**src/rtl/trap_seq_pkg.sv**
```systemverilog
// Shared types for the trap entry sequencer.
// Assumes: register indices follow the window layout where locals start at 16.
package trap_seq_pkg;
    typedef enum logic [1:0] {
        SEQ_IDLE = 2'd0,
        SEQ_LOC1 = 2'd1,
        SEQ_LOC2 = 2'd2,
        SEQ_HALT = 2'd3
    } seq_state_t;

    localparam logic [4:0] LOC1_IDX = 5'd17;
    localparam logic [4:0] LOC2_IDX = 5'd18;
endpackage

```
**src/rtl/trap_wnd_dec.sv**
```systemverilog
// Computes the window below the given one, modulo NWIN.
// Assumes: NWIN is a power of two and at least 2.
module trap_wnd_dec #(
    parameter int NWIN  = 8,
    localparam int CW_W = $clog2(NWIN)
) (
    input  logic [CW_W-1:0] cwp_i,
    output logic [CW_W-1:0] cwp_o
);
    generate
        if (CW_W == 1) begin : g_pair
            // two windows: decrement is inversion
            assign cwp_o = ~cwp_i;
        end else begin : g_wide
            // power-of-two count: truncation gives the modulo
            assign cwp_o = cwp_i - {{(CW_W-1){1'b0}}, 1'b1};
        end
    endgenerate
endmodule

```
**src/rtl/trap_vec_gen.sv**
```systemverilog
// Builds the trap base, new PC and new next-PC from the kept base bits and trap type.
// Assumes: the trap type sits just above a 4-bit zero field.
module trap_vec_gen #(
    parameter int XLEN = 32,
    parameter int TT_W = 8,
    localparam int LO  = TT_W + 4
) (
    input  logic [XLEN-LO-1:0] base_i,
    input  logic [TT_W-1:0]    tt_i,
    output logic [XLEN-1:0]    tbr_o,
    output logic [XLEN-1:0]    pc_o,
    output logic [XLEN-1:0]    npc_o
);
    // vector assembly and next-PC increment
    always_comb begin
        tbr_o = {base_i, tt_i, 4'b0000};
        pc_o  = tbr_o;
        npc_o = tbr_o + XLEN'(4);
    end
endmodule

```
**src/rtl/trap_seq_fsm.sv**
```systemverilog
// Sequences trap entry: idle, two write cycles, or sticky error.
// Assumes: req_i is looked at only while idle.
module trap_seq_fsm
    import trap_seq_pkg::*;
(
    input  logic       clk,
    input  logic       rst_n,
    input  logic       req_i,
    input  logic       et_i,
    output seq_state_t state_o,
    output logic       accept_o
);
    seq_state_t state_q;

    assign accept_o = (state_q == SEQ_IDLE) && req_i && et_i;
    assign state_o  = state_q;

    // state register with next-state choice
    always_ff @(posedge clk) begin
        if (!rst_n) begin
            state_q <= SEQ_IDLE;
        end else begin
            unique case (state_q)
                SEQ_IDLE: if (req_i) state_q <= et_i ? SEQ_LOC1 : SEQ_HALT;
                SEQ_LOC1: state_q <= SEQ_LOC2;
                SEQ_LOC2: state_q <= SEQ_IDLE;
                SEQ_HALT: state_q <= SEQ_HALT;
                default:  state_q <= SEQ_HALT;
            endcase
        end
    end


    halt_sticky_chk: assert property (@(posedge clk) disable iff (!rst_n)
        (state_q == SEQ_HALT) |=> (state_q == SEQ_HALT));


    seq_order_chk: assert property (@(posedge clk) disable iff (!rst_n)
        (state_q == SEQ_LOC1) |=> (state_q == SEQ_LOC2));
endmodule

```
**src/rtl/trap_entry_seq.sv**
```systemverilog
// Trap entry control: captures processor state on a request, writes the old
// PCs into locals 1 and 2 of the new window, and presents the new state with done.
// Assumes: the processor loads nxt_* on done and holds cur_* meaningful at request.
module trap_entry_seq
    import trap_seq_pkg::*;
#(
    parameter int NWIN  = 8,
    parameter int XLEN  = 32,
    parameter int TT_W  = 8,
    localparam int CW_W = $clog2(NWIN),
    localparam int LO   = TT_W + 4
) (
    input  logic            clk,
    input  logic            rst_n,
    input  logic            trap_req,
    input  logic [TT_W-1:0] trap_type,
    input  logic [CW_W-1:0] cur_cwp,
    input  logic            cur_et,
    input  logic            cur_s,
    input  logic [XLEN-1:0] cur_tbr,
    input  logic [XLEN-1:0] cur_pc,
    input  logic [XLEN-1:0] cur_npc,
    output logic            busy,
    output logic            done,
    output logic            err_state,
    output logic            rf_we,
    output logic [CW_W-1:0] rf_win,
    output logic [4:0]      rf_reg,
    output logic [XLEN-1:0] rf_wdata,
    output logic [CW_W-1:0] nxt_cwp,
    output logic            nxt_et,
    output logic            nxt_s,
    output logic            nxt_ps,
    output logic [XLEN-1:0] nxt_tbr,
    output logic [XLEN-1:0] nxt_pc,
    output logic [XLEN-1:0] nxt_npc
);
    seq_state_t         state;
    logic               accept;
    logic [CW_W-1:0]    cwp_q;
    logic               s_q;
    logic [XLEN-LO-1:0] base_q;
    logic [TT_W-1:0]    tt_q;
    logic [XLEN-1:0]    pc_q;
    logic [XLEN-1:0]    npc_q;

    trap_seq_fsm u_fsm (
        .clk      (clk),
        .rst_n    (rst_n),
        .req_i    (trap_req),
        .et_i     (cur_et),
        .state_o  (state),
        .accept_o (accept)
    );

    // capture processor state at the accepting edge only
    always_ff @(posedge clk) begin
        if (!rst_n) begin
            cwp_q  <= '0;
            s_q    <= 1'b0;
            base_q <= '0;
            tt_q   <= '0;
            pc_q   <= '0;
            npc_q  <= '0;
        end else if (accept) begin
            cwp_q  <= cur_cwp;
            s_q    <= cur_s;
            base_q <= cur_tbr[XLEN-1:LO];
            tt_q   <= trap_type;
            pc_q   <= cur_pc;
            npc_q  <= cur_npc;
        end
    end

    trap_wnd_dec #(.NWIN(NWIN)) u_wnd (
        .cwp_i (cwp_q),
        .cwp_o (nxt_cwp)
    );

    trap_vec_gen #(.XLEN(XLEN), .TT_W(TT_W)) u_vec (
        .base_i (base_q),
        .tt_i   (tt_q),
        .tbr_o  (nxt_tbr),
        .pc_o   (nxt_pc),
        .npc_o  (nxt_npc)
    );

    // status and mode-bit outputs
    always_comb begin
        busy      = (state == SEQ_LOC1) || (state == SEQ_LOC2);
        done      = (state == SEQ_LOC2);
        err_state = (state == SEQ_HALT);
        nxt_et    = 1'b0;
        nxt_s     = 1'b1;
        nxt_ps    = s_q;
    end

    // register file write port: local 1 then local 2 of the new window
    always_comb begin
        rf_we    = busy;
        rf_win   = nxt_cwp;
        rf_reg   = (state == SEQ_LOC1) ? LOC1_IDX : LOC2_IDX;
        rf_wdata = (state == SEQ_LOC1) ? pc_q : npc_q;
    end


    err_silent_chk: assert property (@(posedge clk) disable iff (!rst_n)
        err_state |-> (!rf_we && !done));


    wnd_moves_chk: assert property (@(posedge clk) disable iff (!rst_n)
        done |-> (nxt_cwp != cwp_q));


    npc_step_chk: assert property (@(posedge clk) disable iff (!rst_n)
        done |-> (nxt_npc == nxt_pc + XLEN'(4)));


    done_once_chk: assert property (@(posedge clk) disable iff (!rst_n)
        done |=> !done);


    hold_capture_chk: assert property (@(posedge clk) disable iff (!rst_n)
        busy |=> $stable(pc_q) && $stable(tt_q));
endmodule

```
**config.mk**
```make
export PLATFORM = sky130hd
export DESIGN_NAME = trap_entry_seq
export DESIGN_NICKNAME = d
export VERILOG_FILES = /design/src/rtl/trap_seq_pkg.sv /design/src/rtl/trap_wnd_dec.sv /design/src/rtl/trap_vec_gen.sv /design/src/rtl/trap_seq_fsm.sv /design/src/rtl/trap_entry_seq.sv
export SDC_FILE = /design/constraint.sdc
export NUM_CORES = 1
export LEC_CHECK = 0
export CORE_MARGIN = 2
export CORE_UTILIZATION = 23
export DETAILED_ROUTE_END_ITERATION = 10
export GPL_TIMING_DRIVEN = 1
export HOLD_SLACK_MARGIN = 0.08
export PLACE_DENSITY_LB_ADDON = 0.3
export SLEW_MARGIN = 20
export SYNTH_ARGS = -nofsm -noshare
export SYNTH_HDL_FRONTEND = slang
export SYNTH_SLANG_ARGS = --single-unit
```
**constraint.sdc**
```tcl
create_clock -name clk -period 3.3 [get_ports clk]
set_input_delay 0.33 -clock clk [delete_from_list [all_inputs] [get_ports clk]]
set_output_delay 0.33 -clock clk [all_outputs]
set_load 0.005 [all_outputs]
```
# Word level (Yosys, flattened, before mapping)
# Index checks and enable logic that the tools add are counted.
[word_totals]
register_bits = 98
in_bits = 112
output_inout_bits = 146
word_cells = 22
[classes]
n_addsub = 2
n_eq_ne = 4
mux = 5
n_reduce_logical = 4
[op_table]
columns = ["cell", "count"]
rows = [
  ["$add 32x3->32 const B", 1],
  ["$mux 32", 1],
  ["$pmux 2 s4", 1],
  ["$mux 2", 3],
  ["$eq 2x2->1 const B", 2],
  ["$sub 3x1->3 const B", 1],
  ["$eq 2x1->1 const B", 1],
  ["$logic_and 1x1->1", 2],
  ["$logic_not 2->1", 1],
  ["$ne 2x2->1 const B", 1],
  ["$logic_or 1x1->1", 1],
]

# Depth between registers and ports, before layout
[logic_depth]
ltp_word = 3
depth_mapped = 8
mapped_depth_nobuf = 5

# By module
# Synthesis repeated with hierarchy kept, for this count alone.
[unflattened]
hier_cells = 483
hier_area_um2 = 5108.6
[by_module_without_submodules]
columns = ["mod", "instances", "cells_per_inst", "area_per_inst_um2", "seq_area_each_um2"]
rows = [
  ["trap_entry_seq", 1, 364, 4189.0, 1921.8],
  ["trap_vec_gen", 1, 98, 728.2, 0.0],
  ["trap_seq_fsm", 1, 16, 158.9, 40.0],
  ["trap_wnd_dec", 1, 5, 32.5, 0.0],
]

# Worst setup path before layout
# Ideal clock, no wire load.
[synth_path]
path_kind = "register to output"
start = "register u_fsm.state_q[1] (netlist: u_fsm.state_o[1])"
end = "output port rf_wdata[10]"
arrival_time_ns = 1.297
t_required_ns = 2.970
setup_slack_ns = 1.673
path_stages_with_launch = 6
n_path_buf = 2
cell_sequence = "dfxtp_1 > inv_1 > ha_1 > buf_2 > buf_2 > mux2_2"
[synth_via]
elab_chain_cells = 2
[synth_lines]
columns = ["element", "line_no", "source"]
rows = [
  ["from (decl)", "trap_seq_fsm.sv:13", "seq_state_t state_q;"],
  ["from (signal assigned)", "trap_seq_fsm.sv:24", "SEQ_IDLE: if (req_i) state_q <= et_i ? SEQ_LOC1 : SEQ_HALT;"],
  ["$eq 2x1->1", "trap_entry_seq.sv:103", "rf_wdata = (state == SEQ_LOC1) ? pc_q : npc_q;"],
  ["$mux 32", "trap_entry_seq.sv:103", ""],
  ["to (decl)", "trap_entry_seq.sv:29", "output logic [XLEN-1:0] rf_wdata,"],
]
# No other way between the ends.

# Final worst setup path
[layout_path]
start = "register u_fsm.state_q[1] (netlist: u_fsm.state_o[1])"
end = "output port rf_wdata[1]"
# Same word-level chain as after synthesis.

==> out/qor.txt <==
Syn Inst Count: 554
GRT overflow: 0
row count: 52
final wirelength: 12300 um
CTS buffer count: 9
VDD IR max: 237 uV
sequential cell fraction of total power: 0.379
DRT iter0 DRCs: 158
# diodes: 0
Initial DRT Pass Iterations: 4
slowest CP cell: ha_2
final-report setup violation count: 0
worst slew pin tran: 0.809 ns
DR vias: 3899
largest net degree at the start of global routing: 59
RSZ-0062 raised after global routing: false
worst skew pair latency: 0.35 ns
Hold Slack: 0.450 ns
Mapped Avg Cell Area: 8.54 um^2
DRT antenna net count: 0
Worst slew margin: 0.461
Top Family by Delay on Critical Path: buffers and inverters
Power Density: 534 nW/um^2
initial antenna violation count: 0
per-cell routed wire length: 12.6 um
via density per instance: 3.99
Final Max Tran Viols: 0
Post-CTS Setup Bufs: 0
Die Span Y: 147 um
Max Fclk: 367 MHz
Initial Util: 0.234
peak per-stage delay on the critical path: 0.53 ns
CP Capture Type: primary output
core box area: 20200 um^2
Sink Count: 98
I/O Buffers: 228
final worst path period need: 2.73 ns
DP Wirelength: 8550 um
Final nets: 819
FF+latch count, synth: 98
final worst setup slack: 0.574 ns
Worst setup SP type: flop
setup TNS: 0 ns
critical path type: flop to primary output
count of hold-fix buffers inserted at cts: 0
area delta synth->final: 47.6%
synth unique cells: 20
post-route clock skew: 0.00805 ns
most frequent cells in the layout: clkdlybuf4s50_1, nand2_1, dfxtp_1, a21boi_0, a21boi_1
combinational power share: 0.360
area of the die: 21700 um^2
first-pass GRT wire length: 19800 um
Chip Width: 147 um
DRC viols: 0
dpl ws: 0.878 ns
io pins: 258
maximum clock path buffer count: 2
critical path arrival: 2.40 ns
Worst Path Required: 2.97 ns
Pleak: 2.49 nW
Fin. Hold Viols: 0
Worst-path clk slew: 0.07 ns
routability cong.: 0.730
CTS tree: built
most common cell after layout, fill and taps aside: clkdlybuf4s50_1
vias in the first global route: 3735
gr usage total: 0.115
post-synthesis sequential area ratio: 0.415
cells along the critical path: inv_1, ha_2, buf_12, mux2_2, clkdlybuf4s50_1
Max-Cap Viols: 0
layout cells sized above 1: 0.0807
worst hold path type: flop to flop
outcome: complete, no violations
WP buf/inv: 3
CTS resizes: 0
switching share of power: 0.301
fin crit share: 0.826
synthesized area: 4730 um^2
Root Driver: clkbuf_16
clock share of power: 0.261
Sw Pwr: 0.00112 W
number of H-tree levels: 3
cell-internal power: 0.00261 W
crit-path max FO: 19
warnings from Yosys: 0
[power by group through the flow]
| stage | Sequential [W] | Clock, W | Combinational [W] |
|---|---|---|---|
| 2_1_floorplan | 0.00143 | 0 | 0.000777 |
| 3_3_place_gp | 0.00144 | 0 | 0.00138 |
| 3_5_place_dp | 0.00144 | 0 | 0.00139 |
| 4_1_cts | 0.00142 | 0.00104 | 0.00139 |
| 5_1_grt | 0.00143 | 0.00108 | 0.00150 |
| 6_report | 0.00141 | 0.000974 | 0.00135 |
[routing by layer]
metal	share of wire	GRT usage	vias up
met5	0	0	-
met4	0.015	0.0433	0
met2	0.47	0.193	148
met1	0.44	0.137	1760
met3	0.081	0.0386	13
li1	-	-	1978
[state kept, by name (all words and copies together), names as in the netlist]
signal and cells:
tt_q 8, u_fsm.state_o 2, npc_q 32, cwp_q 3, nxt_ps 1, pc_q 32, base_q 20
[cell usage after synthesis (all sizes together)]
cell | number | share of area
nand2 | 194 | 0.15
mux2 | 32 | 0.076
nand3 | 1 | 0.0021
or2 | 1 | 0.0013
and3 | 1 | 0.0013
ha | 6 | 0.016
clkbuf | 15 | 0.012
buf | 97 | 0.16
o311ai | 1 | 0.0019
xor2 | 1 | 0.0019
conb | 2 | 0.0016
inv | 6 | 0.0048
a21boi | 97 | 0.15
nand2b | 1 | 0.0013
dfxtp | 98 | 0.41
o211a | 1 | 0.0021
[path summary, 6_finish.rpt]
path                                                     from                      to  slack, ns  depth (start not counted)
worst max-delay path            u_fsm.state_o[1]$_SDFFE_PN0P_             rf_wdata[1]       0.57                          5
worst min-delay path                    pc_q[13]$_SDFFE_PN0P_   pc_q[13]$_SDFFE_PN0P_       0.45                          2
worst max register to register  u_fsm.state_o[1]$_SDFFE_PN0P_  npc_q[13]$_SDFFE_PN0P_       1.44                          6
worst min register to register          pc_q[13]$_SDFFE_PN0P_   pc_q[13]$_SDFFE_PN0P_       0.45                          2
[cell type report]
type | count | area, um^2
clock buffer | 9 | 225
clock inverter | 7 | 45.0
fill | 2113 | 13300
inverter | 6 | 22.5
multi-input combinational | 353 | 2030
sequential | 98 | 1960
tap | 270 | 338
timing repair buffer | 233 | 2360
[worst register-to-register path, cell delays in order, from the launching register on]
cell	delay [ns]
dfxtp_1	0.33
inv_1	0.12
ha_1	0.25
and3_4	0.51
buf_12	0.32
nand2_1	0.13
a21boi_0	0.14
[cells by family after synthesis]
family / count (synthesis) / share of synthesized area
compound gates: 99 / 0.158
xor+xnor: 1 / 0.00185
other cells: 2 / 0.00159
fa+ha+maj: 6 / 0.0159
mux: 32 / 0.0762
buf+inv: 118 / 0.172
simple gates: 198 / 0.160
flops: 98 / 0.415
[stage by stage]
| step | power (W) | area, um^2 | util | cells |
|---|---|---|---|---|
| after floorplan | 0.00220 | 4790 | - | 569 |
| after global placement | 0.00282 | 6710 | 0.332 | 960 |
| after detailed placement | 0.00283 | 6710 | 0.332 | 960 |
| after CTS | 0.00384 | 6980 | 0.345 | 976 |
| after global routing | 0.00401 | 6980 | 0.345 | 976 |
| final | 0.00373 | 6980 | 0.345 | 976 |
Power figures use the tool's default switching activity.
